**src/rtl/spi_fs_pkg.sv**
```systemverilog
package spi_fs_pkg;
  typedef enum logic [1:0] {
    ST_IDLE   = 2'd0,
    ST_BUSY   = 2'd1,
    ST_STREAM = 2'd2
  } proto_st_e;

  localparam int unsigned REG_AW   = 8;
  localparam int unsigned REG_DW   = 8;
  localparam logic [REG_AW-1:0] CFG_ADDR = 8'h02;
endpackage

```
**src/rtl/spi_fs_cfg.sv**
```systemverilog
module spi_fs_cfg
  import spi_fs_pkg::*;
(
  input  logic              sclk,
  input  logic              rst_n,
  input  logic              wr_en,
  input  logic [REG_AW-1:0] wr_addr,
  input  logic [REG_DW-1:0] wr_data,
  output logic              run_en
);
  logic hit;
  assign hit = wr_en && (wr_addr == CFG_ADDR);

  always_ff @(posedge sclk or negedge rst_n) begin
    if (!rst_n)   run_en <= 1'b0;
    else if (hit) run_en <= wr_data[0];
  end


  other_addr_ignored_chk: assert property (@(posedge sclk) disable iff (!rst_n)
    (wr_en && wr_addr != CFG_ADDR) |=> $stable(run_en));
endmodule

```
**src/rtl/spi_fs_ones_cnt.sv**
```systemverilog
module spi_fs_ones_cnt #(
  parameter int unsigned RUN_LEN = 73
) (
  input  logic sclk,
  input  logic rst_n,
  input  logic count_ok,
  input  logic sdi,
  output logic fire,
  output logic pulse
);
  localparam int unsigned CW = $clog2(RUN_LEN + 1);
  localparam logic [CW-1:0] SAT  = CW'(RUN_LEN);
  localparam logic [CW-1:0] LAST = CW'(RUN_LEN - 1);

  logic [CW-1:0] cnt_q;

  assign fire = count_ok && sdi && (cnt_q == LAST);

  always_ff @(posedge sclk or negedge rst_n) begin
    if (!rst_n) begin
      cnt_q <= '0;
      pulse <= 1'b0;
    end else begin
      pulse <= fire;
      if (!count_ok || !sdi) cnt_q <= '0;
      else if (cnt_q != SAT) cnt_q <= cnt_q + 1'b1;
    end
  end


  single_pulse_chk: assert property (@(posedge sclk) disable iff (!rst_n)
    pulse |=> !pulse);

  pulse_cause_chk: assert property (@(posedge sclk) disable iff (!rst_n)
    pulse |-> $past(count_ok && sdi));
endmodule

```
**src/rtl/spi_fs_proto_fsm.sv**
```systemverilog
module spi_fs_proto_fsm
  import spi_fs_pkg::*;
#(
  parameter int unsigned URA_W = 3
) (
  input  logic             sclk,
  input  logic             rst_n,
  input  logic             csb_n,
  input  logic             ones_fire,
  input  logic             txn_begin,
  input  logic             txn_done,
  input  logic             stream_begin,
  input  logic             ura_wr_en,
  input  logic [URA_W-1:0] ura_wr_data,
  output proto_st_e        state,
  output logic [URA_W-1:0] ura
);
  proto_st_e nxt;

  always_comb begin
    nxt = state;
    if (csb_n || ones_fire) nxt = ST_IDLE;
    else begin
      unique case (state)
        ST_IDLE:   if (stream_begin) nxt = ST_STREAM;
                   else if (txn_begin) nxt = ST_BUSY;
        ST_BUSY:   if (stream_begin) nxt = ST_STREAM;
                   else if (txn_done) nxt = ST_IDLE;
        ST_STREAM: nxt = ST_STREAM;
        default:   nxt = ST_IDLE;
      endcase
    end
  end

  always_ff @(posedge sclk or negedge rst_n) begin
    if (!rst_n) begin
      state <= ST_IDLE;
      ura   <= '0;
    end else begin
      state <= nxt;
      if (ones_fire)      ura <= '0;
      else if (ura_wr_en) ura <= ura_wr_data;
    end
  end


  stream_hold_chk: assert property (@(posedge sclk) disable iff (!rst_n)
    (state == ST_STREAM && !csb_n) |=> state == ST_STREAM);

  csb_idle_chk: assert property (@(posedge sclk) disable iff (!rst_n)
    csb_n |=> state == ST_IDLE);
endmodule

```
**src/rtl/spi_frame_sync.sv**
```systemverilog
module spi_frame_sync
  import spi_fs_pkg::*;
#(
  parameter int unsigned RUN_LEN = 73,
  parameter int unsigned URA_W   = 3
) (
  input  logic              sclk,
  input  logic              rst_n,
  input  logic              csb_n,
  input  logic              sdi,
  input  logic              reg_wr_en,
  input  logic [REG_AW-1:0] reg_wr_addr,
  input  logic [REG_DW-1:0] reg_wr_data,
  input  logic              ura_wr_en,
  input  logic [URA_W-1:0]  ura_wr_data,
  input  logic              txn_begin,
  input  logic              txn_done,
  input  logic              stream_begin,
  output logic              proto_rst,
  output logic [URA_W-1:0]  upper_addr,
  output logic [1:0]        proto_state,
  output logic              instr_armed
);
  logic      run_en, count_ok, fire;
  proto_st_e st;

  assign count_ok    = run_en && !csb_n && (st != ST_STREAM);
  assign proto_state = st;
  assign instr_armed = (st == ST_IDLE);

  spi_fs_cfg u_cfg (
    .sclk(sclk), .rst_n(rst_n), .wr_en(reg_wr_en),
    .wr_addr(reg_wr_addr), .wr_data(reg_wr_data), .run_en(run_en)
  );

  spi_fs_ones_cnt #(.RUN_LEN(RUN_LEN)) u_cnt (
    .sclk(sclk), .rst_n(rst_n), .count_ok(count_ok), .sdi(sdi),
    .fire(fire), .pulse(proto_rst)
  );

  spi_fs_proto_fsm #(.URA_W(URA_W)) u_fsm (
    .sclk(sclk), .rst_n(rst_n), .csb_n(csb_n), .ones_fire(fire),
    .txn_begin(txn_begin), .txn_done(txn_done), .stream_begin(stream_begin),
    .ura_wr_en(ura_wr_en), .ura_wr_data(ura_wr_data),
    .state(st), .ura(upper_addr)
  );


  disabled_quiet_chk: assert property (@(posedge sclk) disable iff (!rst_n)
    !run_en |=> !proto_rst);

  ura_cleared_chk: assert property (@(posedge sclk) disable iff (!rst_n)
    proto_rst |-> (upper_addr == '0 && instr_armed));

  enable_kept_chk: assert property (@(posedge sclk) disable iff (!rst_n)
    proto_rst |-> run_en);
endmodule

```
**config.mk**
```make
export PLATFORM = sky130hd
export DESIGN_NAME = spi_frame_sync
export DESIGN_NICKNAME = d
export VERILOG_FILES = /design/src/rtl/spi_fs_pkg.sv /design/src/rtl/spi_fs_cfg.sv /design/src/rtl/spi_fs_ones_cnt.sv /design/src/rtl/spi_fs_proto_fsm.sv /design/src/rtl/spi_frame_sync.sv
export SDC_FILE = /design/constraint.sdc
export NUM_CORES = 1
export LEC_CHECK = 0
export CORE_MARGIN = 10
export CORE_UTILIZATION = 35
export CTS_BUF_LIST = sky130_fd_sc_hd__clkbuf_16
export DETAILED_ROUTE_END_ITERATION = 10
export PLACE_DENSITY = 0.74
export SETUP_SLACK_MARGIN = 0.1
export SLEW_MARGIN = 25
export SYNTH_ARGS = -nofsm -noshare
export SYNTH_HDL_FRONTEND = slang
export SYNTH_HIERARCHICAL = 1
export SYNTH_SLANG_ARGS = --single-unit
```
**constraint.sdc**
```tcl
create_clock -name sclk -period 2.7 [get_ports sclk]
set_input_delay 0.675 -clock sclk [delete_from_list [all_inputs] [get_ports sclk]]
set_output_delay 0.675 -clock sclk [all_outputs]
set_load 0.01 [all_outputs]
```
==> results.ini <==
[worst_setup_path]
rr_endpoint=u_fsm/state[0]
cp_max_fo=3
critPathCaptureType=flop
rrSetupSlack_ns=1.01
r2r_start=u_fsm/state[1]
path_class=primary input to flop
arrival_ns=2.21
critPathLaunchType=primary input
required_ns=2.86
startpoint=csb_n
rr_worst_depth=7

[floorplan]
dieArea_sq_um=4310
start_util_pct=37.2
die_h_microns=65.7
core_sq_um=1960
die_width_microns=65.7
core.rowCount=16
boundaryPins=35

[placed_design]
place.gp.congestion=0.737
placed_area_sq_um=1040
hpwl_microns=1520
port_buffers=27
dp_slack_ns=0.420
dp_cells=125

[global_route]
grt_max_degree=15
grt_antenna_before_repair=0
overflow=0
grt_pass1_vias=656
grt_pass1_wl_microns=3080
grt_use_total_pct=9.09

[hold_path]
min_path_type=flop to flop
holdPathStages=1
min_from=u_cfg/run_en
whs_endpoint=u_cfg/run_en

[clock_network]
clock-sinks=14
cts.repair.resized=0
clk_pin_slew_ns=0.04
clock_path_buffers=2
cts_made_buffers=3
cts_setup_buffers=0
h-tree-depth=1
cts_root_buf=clkbuf_16
insertion_delay_ns=0.24
hold_buffers=0
cts_tree=yes

[power]
power.leakage_nw=0.448
total_power_mw=0.565
power.density_nw_per_um2=504
irDropWorstVdd_v=0.000366

[synth]
yosys.area.top_type=dfrtp_1
synth.top_cell.area_share_pct=48.0
synth_cells=70
synth_area_sq_um=729
synthMostInstantiatedCell=dfrtp_1
yosysUniqueCellTypes=27
async_flop_share_pct=100
yosysSeqAreaShare_pct=48.0
synth_common_cells=dfrtp_1, nor2_1, a21oi_1
synth_area_per_cell_sq_um=10.4
yosysWarnings=6
syn_nets=101
synth-edff-count=0
ys_seq_elements=14
synth_ff_type=dfrtp_1
synth.area.top_cells=dfrtp_1, ha_1, mux2i_1

[timing]
finalClockSkew_ns=0.00186
relSlewSlack_pct=58.2
rsz0062_at_grt=false
setup_viol=0
tightestPinTransition_ns=0.625
hold_viol=0
period_minus_slack_ns=2.05
hold_ws_ns=0.495
min_period_over_period_pct=75.8
fmax_mhz=489
fin_ws_ns=0.654
setup_tns_ns=0
slew_violations=0

[routing]
wl_per_cell_microns=14.6
via_per_inst=4.78
drc_errors=0
first_pass_iters=4
ant_nets=0
finalWirelength_microns=1880
num_vias=616
drt_iter0_markers=12

[final_layout]
regArea_sq_um=350
final_cell_area_sq_um=1120
drive_above_1_share_pct=7.84
final_nets=134
multi_input_area_sq_um=368
fin_util_pct=57.1
areaGrowthSynthToFinish_pct=53.5
fin_cells=129
antenna_cells=0
fillers=179

[job]
maxCapViolCount=0

[outcome]
status=finished clean

-- state kept, by name (all words and copies together) (netlist names) --
name	cells
u_cfg/run_en	1
u_cnt/cnt_q	7
u_cnt/pulse	1
u_fsm/state	2
u_fsm/ura	3
-- cells in the final DEF, fill, tap and decap left out, types with 2 or more instances in the layout --
cell type and n:
nor2b_1 2, or3_1 2, a21oi_1 5, clkdlybuf4s50_1 27, nor3_1 3, nor2_1 8, ha_1 3, dfrtp_1 14
nand2b_1 3, xor2_1 2, mux2i_1 3, inv_1 3, nand3_1 2, nand3_2 2, clkbuf_16 3, o21ai_1 2
nand2_1 4
-- worst max-delay path, cell delays in order --
cell	delay [ns]
clkdlybuf4s50_1	0.52
nor3b_2	0.07
and2_1	0.17
nand2_1	0.06
nor3_1	0.05
or4_1	0.53
a21oi_1	0.13
-- logic make-up after synthesis --
group / count (synthesis) / share of synthesized area, %
buffers and inverters: 3 / 1.54
DFF: 14 / 48.0
xor gates and xnor gates: 2 / 2.40
AOI/OAI and AO/OA: 11 / 8.92
and+or+nand+nor: 33 / 28.3
adders and majority gates: 3 / 5.15
muxes: 4 / 5.66
-- layout make-up --
class                      count  area share [%]
inverter                       3            1.01
clock inverter                 1           0.335
tap                           27            3.02
clock buffer                   3            6.70
multi-input combinational     53            32.8
timing repair buffer          28            24.8
sequential                    14            31.3
-- worst max-delay path by stage --
stage / to / depth (start not counted)
finish: u_fsm/state[0] / 7
global route: u_fsm/state[0] / 7
CTS: u_fsm/state[0] / 7
detailed placement: u_fsm/state[0] / 7
global placement: u_fsm/state[0] / 7
floorplan: u_fsm/state[0] / 6
-- where the power goes --
part           internal, mW  switching [mW]
combinational        0.0460          0.0236
clock                 0.195          0.0775
sequential            0.218         0.00516
total                 0.459           0.106
-- per-layer routing --
layer	up-vias	routed length, microns	track usage [%]
li1	315	-	-
met5	-	0	0
met3	2	129	3.56
met2	17	878	13.6
met4	0	11	4.81
met1	282	863	10.9
No activity file was read; power rests on OpenSTA's default activity.
